[src/rtl/qseq_pkg.sv]
package qseq_pkg;
    localparam int unsigned NUM_PHASES = 4;
    localparam int unsigned DEF_PC_W   = 9;
    localparam int unsigned DEF_IW     = 12;

    typedef enum logic [1:0] {
        PH_Q1 = 2'd0,
        PH_Q2 = 2'd1,
        PH_Q3 = 2'd2,
        PH_Q4 = 2'd3
    } phase_e;
endpackage

[src/rtl/qseq_phase.sv]
module qseq_phase
    import qseq_pkg::*;
(
    input  logic                  clk,
    input  logic                  rst,
    output logic [1:0]            phase,
    output logic [NUM_PHASES-1:0] phase_oh,
    output logic                  clkout
);
    typedef struct packed {
        phase_e ph;
        logic   ck;
    } ph_state_t;

    ph_state_t  s_d, s_q;
    logic [1:0] ph_inc;

    always_comb begin
        s_d    = s_q;
        ph_inc = s_q.ph + 2'd1;
        s_d.ph = phase_e'(ph_inc);
        // high for the second half of the instruction cycle
        s_d.ck = (s_d.ph == PH_Q3) || (s_d.ph == PH_Q4);
    end

    always_ff @(posedge clk) begin
        if (rst) begin
            s_q.ph <= PH_Q1;
            s_q.ck <= 1'b0;
        end else begin
            s_q <= s_d;
        end
    end

    for (genvar i = 0; i < NUM_PHASES; i++) begin : g_oh
        assign phase_oh[i] = (s_q.ph == phase_e'(i));
    end

    assign phase  = s_q.ph;
    assign clkout = s_q.ck;
endmodule

[src/rtl/qseq_pc.sv]
module qseq_pc #(
    parameter int unsigned PC_W = 9
) (
    input  logic            clk,
    input  logic            rst,
    input  logic            adv,
    input  logic            br_load,
    input  logic [PC_W-1:0] br_target,
    output logic [PC_W-1:0] pc
);
    typedef struct packed {
        logic [PC_W-1:0] pc;
    } pc_state_t;

    pc_state_t s_d, s_q;

    always_comb begin
        s_d = s_q;
        if (adv) begin
            // natural wrap at the top of the address space
            s_d.pc = br_load ? br_target : s_q.pc + PC_W'(1);
        end
    end

    always_ff @(posedge clk) begin
        if (rst) s_q.pc <= '0;
        else     s_q    <= s_d;
    end

    assign pc = s_q.pc;
endmodule

[src/rtl/qseq_ir.sv]
module qseq_ir #(
    parameter int unsigned    IW  = 12,
    parameter logic [IW-1:0]  NOP = '0
) (
    input  logic          clk,
    input  logic          rst,
    input  logic          latch,
    input  logic          flush,
    input  logic [IW-1:0] rdata,
    output logic [IW-1:0] ir
);
    typedef struct packed {
        logic [IW-1:0] word;
    } ir_state_t;

    ir_state_t s_d, s_q;

    always_comb begin
        s_d = s_q;
        if (latch) s_d.word = flush ? NOP : rdata;
    end

    always_ff @(posedge clk) begin
        if (rst) s_q.word <= NOP;
        else     s_q      <= s_d;
    end

    assign ir = s_q.word;
endmodule

[src/rtl/quad_phase_seq.sv]
module quad_phase_seq
    import qseq_pkg::*;
#(
    parameter int unsigned   PC_W = DEF_PC_W,
    parameter int unsigned   IW   = DEF_IW,
    parameter logic [IW-1:0] NOP  = '0
) (
    input  logic                  clk,
    input  logic                  rst,
    input  logic [IW-1:0]         imem_rdata,
    input  logic                  flush,
    input  logic                  br_load,
    input  logic [PC_W-1:0]       br_target,
    output logic [PC_W-1:0]       imem_addr,
    output logic                  imem_ren,
    output logic [IW-1:0]         ir,
    output logic                  exec_stb,
    output logic [1:0]            phase,
    output logic [NUM_PHASES-1:0] phase_oh,
    output logic                  clkout
);
    logic q4_now;

    qseq_phase u_phase (
        .clk      (clk),
        .rst      (rst),
        .phase    (phase),
        .phase_oh (phase_oh),
        .clkout   (clkout)
    );

    assign q4_now = phase_oh[PH_Q4];

    qseq_pc #(.PC_W(PC_W)) u_pc (
        .clk       (clk),
        .rst       (rst),
        .adv       (q4_now),
        .br_load   (br_load),
        .br_target (br_target),
        .pc        (imem_addr)
    );

    qseq_ir #(.IW(IW), .NOP(NOP)) u_ir (
        .clk   (clk),
        .rst   (rst),
        .latch (q4_now),
        .flush (flush),
        .rdata (imem_rdata),
        .ir    (ir)
    );

    assign imem_ren = ~phase_oh[PH_Q1];
    assign exec_stb = phase_oh[PH_Q1];
endmodule

[config.mk]
export PLATFORM = sky130hd
export DESIGN_NAME = quad_phase_seq
export DESIGN_NICKNAME = d
export VERILOG_FILES = /design/src/rtl/qseq_pkg.sv /design/src/rtl/qseq_phase.sv /design/src/rtl/qseq_pc.sv /design/src/rtl/qseq_ir.sv /design/src/rtl/quad_phase_seq.sv
export SDC_FILE = /design/constraint.sdc
export NUM_CORES = 1
export LEC_CHECK = 0
export BUFFER_PORTS_ARGS = -buffer_cell sky130_fd_sc_hd__buf_2
export CAP_MARGIN = 20
export CORE_MARGIN = 2
export CORE_UTILIZATION = 30
export DETAILED_ROUTE_END_ITERATION = 8
export GPL_TIMING_DRIVEN = 1
export HOLD_SLACK_MARGIN = 0.02
export PLACE_DENSITY = 0.61
export SLEW_MARGIN = 20
export SYNTH_ARGS = -nofsm -noshare
export SYNTH_HDL_FRONTEND = slang
export SYNTH_SLANG_ARGS = --single-unit
[constraint.sdc]
create_clock -name clk -period 2.9 [get_ports clk]
set_input_delay 0.145 -clock clk [delete_from_list [all_inputs] [get_ports clk]]
set_output_delay 0.145 -clock clk [all_outputs]
set_load 0.02 [all_outputs]
==> results.json, run 1 <==
{
  "rsz0062_at_grt": "false",
  "p_per_area_nw_per_um2": 431,
  "io_buffer_count": 54,
  "place_area_sq_um": 1340,
  "yosysSeqAreaShare": 0.431,
  "cp.arrival_ps": 2430,
  "numCtsBuffers": 3,
  "dieArea_sq_um": 4050,
  "antenna_found_initial": 0,
  "dp_hpwl_microns": 1990,
  "cts_sinks": 23,
  "fmax_ghz": 0.460,
  "nNetsFinal": 203,
  "synth_cells": 125,
  "peakVddDrop_uv": 193,
  "grt_pass1_wl_microns": 4270,
  "cp_max_fo": 18,
  "relSlewSlack": 0.542,
  "cts_buffer_depth": 2,
  "tns_ps": 0,
  "setup_viol_count_final": 0,
  "core_sq_um": 3390,
  "start_kind": "flop",
  "crit_chain": "ha_1, inv_2, nor2_1, a22oi_1, nor2_1",
  "yosys-top-cells-area": "dfxtp_1, a22oi_1, nor2_1",
  "pin_count": 55,
  "fin_crit_sh": 0.750,
  "grt_remaining_overflow": 0,
  "die_y_microns": 63.6,
  "clk_latency_ps": 310,
  "leakage_nw": 0.627,
  "cts_hold_buffers": 0,
  "slowest_delay_ps": 600,
  "wire_per_inst_microns": 12.1,
  "end_kind": "flop",
  "cts-root-buf": "clkbuf_4",
  "drt_iter0_markers": 73,
  "synth_top_cell_area_share": 0.431,
  "synth_area_sq_um": 1070,
  "cp.required_ps": 3150,
  "cpMaxStageDelayCell": "nor2_1",
  "design_area_sq_um": 1360,
  "drv_cap": 0,
  "grt_pass1_vias": 980,
  "min_period_ps": 2180,
  "n_antenna_cell": 0,
  "drtPass1Iterations": 4,
  "synth_cell_types": 29,
  "htree_levels": 1,
  "cts_resized": 0,
  "via_per_inst": 4.89,
  "hold_viol": 0,
  "synth.avg_cell_area_sq_um": 8.54,
  "syn-num-nets": 155,
  "path_class": "flop to flop",
  "remaining_drc_errors": 0,
  "area_growth_syn_to_layout_pct": 27.8,
  "ant_nets": 0,
  "grt_max_degree": 24,
  "cts_setup_buffers": 0,
  "initial_core_util": 0.315,
  "synth_top_area_cell": "dfxtp_1",
  "tightest_slew_ps": 684,
  "yosysWarnings": 0,
  "drive_above_1_share": 0.366,
  "cp_common_cell": "nor2_1",
  "fp.dieW_microns": 63.6,
  "status": "finished, final reports clean",
  "slew_viol_final": 0,
  "cts_tree": "done",
  "synth_seq_cells": 23,
  "gp_congestion": 0.820,
  "hp-class": "primary input to flop",
  "vias": 1066,
  "fin_skew_ps": 5.82,
  "fp-row-count": 21,
  "wl_microns": 2630,
  "grt_use_total": 0.130,
  "clk_pin_slew_ps": 130
}
[worst max-delay path: cells and delay by family (launching register included)]
kind / cells / cell delay (ps)
buf+inv: 1 / 270
flops: 1 / 410
fa+ha+maj: 1 / 560
simple gates: 2 / 720
compound gates: 1 / 150
[layout by cell type, fill, tap and decap left out, drive strengths merged]
cell type	netlist	layout
buf	8	54
o311ai	1	1
o41ai	1	1
mux2i	3	3
nand3	2	2
or3	1	1
ha	5	5
o31ai	2	2
a22o	1	1
a21oi	7	7
a32o	1	1
dfxtp	23	23
clkbuf	3	3
nor2	21	21
o22ai	1	1
nand4	1	1
inv	5	5
a22oi	12	12
a211oi	4	4
nand2	13	13
clkinv	0	1
nor3	1	1
and4	1	1
nor2b	1	1
o21ai	5	5
a31oi	2	2
[cells by family after synthesis]
family / share of synthesized area
adder cells (fa/ha/maj): 0.0586
flip-flops: 0.431
buffers and inverters: 0.0727
AO/OA/AOI/OAI: 0.239
AND/OR/NAND/NOR: 0.170
multiplexers: 0.0281
[state kept, by name, indices dropped and copies added (netlist names)]
signal	count
u_pc.pc	9
u_ir.ir	12
u_phase.clkout	1
u_phase.phase	1
[cell type report]
class / count / area [sq um]
Timing Repair Buffer: 54 / 270
Inverter: 5 / 18.8
Multi-Input combinational cell: 86 / 529
Clock inverter: 1 / 5.00
Fill cell: 362 / 2030
Clock buffer: 3 / 22.5
Tap cell: 46 / 57.6
Sequential cell: 23 / 460
[layer usage]
layer  global-route usage  share of wire
met5                    0              0
met1                0.164           0.44
met2                0.211           0.45
met3               0.0464           0.10
met4               0.0326         0.0057
[power by group]
group	switching [W]	total (W)	internal (W)	leakage, nW
sequential	0.0000102	0.000335	0.000325	0.186
clock	0.0000939	0.000145	0.0000514	0.0177
combinational	0.0000663	0.000107	0.0000410	0.423
total	0.000170	0.000588	0.000418	0.627
[through the flow]
step / std cells / power (W) / utilization / hold slack (ps) / worst slack (ps)
floorplan: 125 / 0.000414 / - / 210 / 1390
global placement: 214 / 0.000447 / 0.394 / 377 / 879
detailed placement: 214 / 0.000450 / 0.394 / 385 / 741
CTS: 218 / 0.000596 / 0.402 / 50.9 / 729
global route: 218 / 0.000621 / 0.402 / 47.1 / 438
finish: 218 / 0.000588 / 0.402 / 58.6 / 724
[worst paths after layout]
kind | start | end | slack, ps | cells after the start
max reg2reg | u_phase.phase[0] | u_ir.ir[10] | 720 | 5
min reg2reg | u_phase.phase[0] | u_phase.phase[0] | 490 | 1
max | u_phase.phase[0] | u_ir.ir[10] | 720 | 5
min | imem_rdata[8] | u_ir.ir[8] | 60 | 3
[synthesized netlist by cell type (all sizes together)]
cell,instances
dfxtp,23
nor2,21
nand2,13
a22oi,12
buf,8
a21oi,7
ha,5
inv,5
o21ai,5
a211oi,4
clkbuf,3
mux2i,3
a31oi,2
nand3,2
o31ai,2
a22o,1
a32o,1
and4,1
nand4,1
nor2b,1
nor3,1
o22ai,1
o311ai,1
o41ai,1
or3,1
(Power assumes the default switching activity.)
==> inputs of run 2 (changes only) <==
Clock period 2.9 ns to 2.27 ns, I/O delays scaled along.
==> run 2 against run 1 <==
  * Die area unchanged
  * Non-clock buffer count grew 2
  * Highest routed layer is now met3
  * Sequential share of layout area down 0.40 points
  * Largest cell class unchanged
  * Clock skew increased by 0.95 ps
  * Global-route usage shrank 0.15 points
  * Sequential power increased by 28%
  * Clock power rose by 32%
  * Final area is 1.2% higher
  * Via count is 0.47% lower
  * Combinational power up 30%
==> results.json, run 2 (synthesized netlist as in run 1, its figures left out) <==
{
  "fin_skew_ps": 6.77,
  "initial_core_util": 0.315,
  "fp.dieW_microns": 63.6,
  "hold_viol": 0,
  "grt_remaining_overflow": 0,
  "cp_max_fo": 18,
  "area_growth_syn_to_layout_pct": 29.3,
  "io_buffer_count": 54,
  "tightest_slew_ps": 675,
  "remaining_drc_errors": 0,
  "cp.arrival_ps": 1920,
  "fp-row-count": 21,
  "clk_latency_ps": 310,
  "wire_per_inst_microns": 11.9,
  "cts_tree": "done",
  "dp_hpwl_microns": 1880,
  "drt_iter0_markers": 74,
  "hp-class": "primary input to flop",
  "p_sw_frac": 0.291,
  "nFillCells": 356,
  "relSlewSlack": 0.548,
  "comb_power_share": 0.183,
  "start_kind": "flop",
  "fin_cells": 220,
  "cts_buffer_depth": 2,
  "tns_ps": 0,
  "n_antenna_cell": 0,
  "fmax_ghz": 0.599,
  "peakVddDrop_uv": 242,
  "vias": 1061,
  "final_util": 0.407,
  "wl_microns": 2620,
  "dieArea_sq_um": 4050,
  "numCtsBuffers": 3,
  "rsz0062_at_grt": "false",
  "cp.required_ps": 2520,
  "grt_pass1_wl_microns": 4250,
  "status": "finished, final reports clean",
  "end_kind": "flop",
  "core_sq_um": 3390,
  "p_switching_w": 0.000221,
  "slew_viol_final": 0,
  "die_y_microns": 63.6,
  "p_seq_frac": 0.564,
  "grt_pass1_vias": 983,
  "dp_slack_ps": 616,
  "finalPower_w": 0.000759,
  "intPower_w": 0.000538,
  "final.setup.worst_slack_ps": 599,
  "min_period_ps": 1670,
  "cts_setup_buffers": 0,
  "drtPass1Iterations": 4,
  "fin_crit_sh": 0.736,
  "grt_max_degree": 24,
  "pin_count": 55,
  "leakage_nw": 0.634,
  "p_per_area_nw_per_um2": 550,
  "via_per_inst": 4.82,
  "cts_sinks": 23,
  "cts_resized": 0,
  "gp_congestion": 0.829,
  "largest_reg_flops": 12,
  "cts-root-buf": "clkbuf_4",
  "cts_hold_buffers": 1,
  "clk_pin_slew_ps": 130,
  "ant_nets": 0,
  "dp_cells": 215,
  "setup_viol_count_final": 0,
  "final_common_cell": "buf_2",
  "drv_cap": 0,
  "drive_above_1_share": 0.362,
  "grt_use_total": 0.129,
  "nNetsFinal": 205,
  "antenna_found_initial": 0,
  "clkPwrFrac": 0.253,
  "path_class": "flop to flop",
  "htree_levels": 1,
  "final_cell_mix": "buf_2, dfxtp_1, nor2_1, nand2_1, a22oi_1"
}
run 2: final timing paths:
kind                         start               end  slack, ps  depth (start not counted)
setup reg to reg  u_phase.phase[0]        u_ir.ir[9]        600                          5
hold / removal       imem_rdata[2]        u_ir.ir[2]         30                          3
hold reg to reg   u_phase.phase[0]  u_phase.phase[0]        500                          1
setup / recovery  u_phase.phase[0]        u_ir.ir[9]        600                          5
run 2: power groups by stage:
| stage | Clock (W) | Sequential (W) | Combinational [W] |
|---|---|---|---|
| after floorplan | 0 | 0.000450 | 0.0000793 |
| after global routing | 0.000216 | 0.000430 | 0.000153 |
| after detailed placement | 0 | 0.000437 | 0.000139 |
| final | 0.000192 | 0.000428 | 0.000139 |
| after global placement | 0 | 0.000436 | 0.000136 |
| after CTS | 0.000203 | 0.000428 | 0.000141 |
run 2: worst max-delay path, cell delays in order (launching register included):
cell and delay (ps):
dfxtp_1 420, ha_1 210, inv_2 140, nor2_1 570
a22oi_1 150, nor2_1 120
run 2: metal layers:
metal | global-route usage | vias up | wire (microns)
met5 | 0 | - | 0
met4 | 0.0353 | 0 | 0
met3 | 0.0446 | 0 | 239
met2 | 0.213 | 45 | 1190
met1 | 0.158 | 476 | 1200
li1 | - | 540 | -
run 2: cell type report:
type	count	area [sq um]	share of cell area
inverters	5	18.8	0.0136
flip-flops and latches	23	460	0.334
clock buffers	4	26.3	0.0190
repair buffers	56	288	0.209
well taps	46	57.6	0.0417
multi-input cells	86	529	0.384
run 2: per-stage QoR:
step	cell area [sq um]	hold WS (ps)
after floorplan	1070	178
after global placement	1340	345
after detailed placement	1340	352
after CTS	1380	24.9
after global routing	1380	32.2
final	1380	33.0
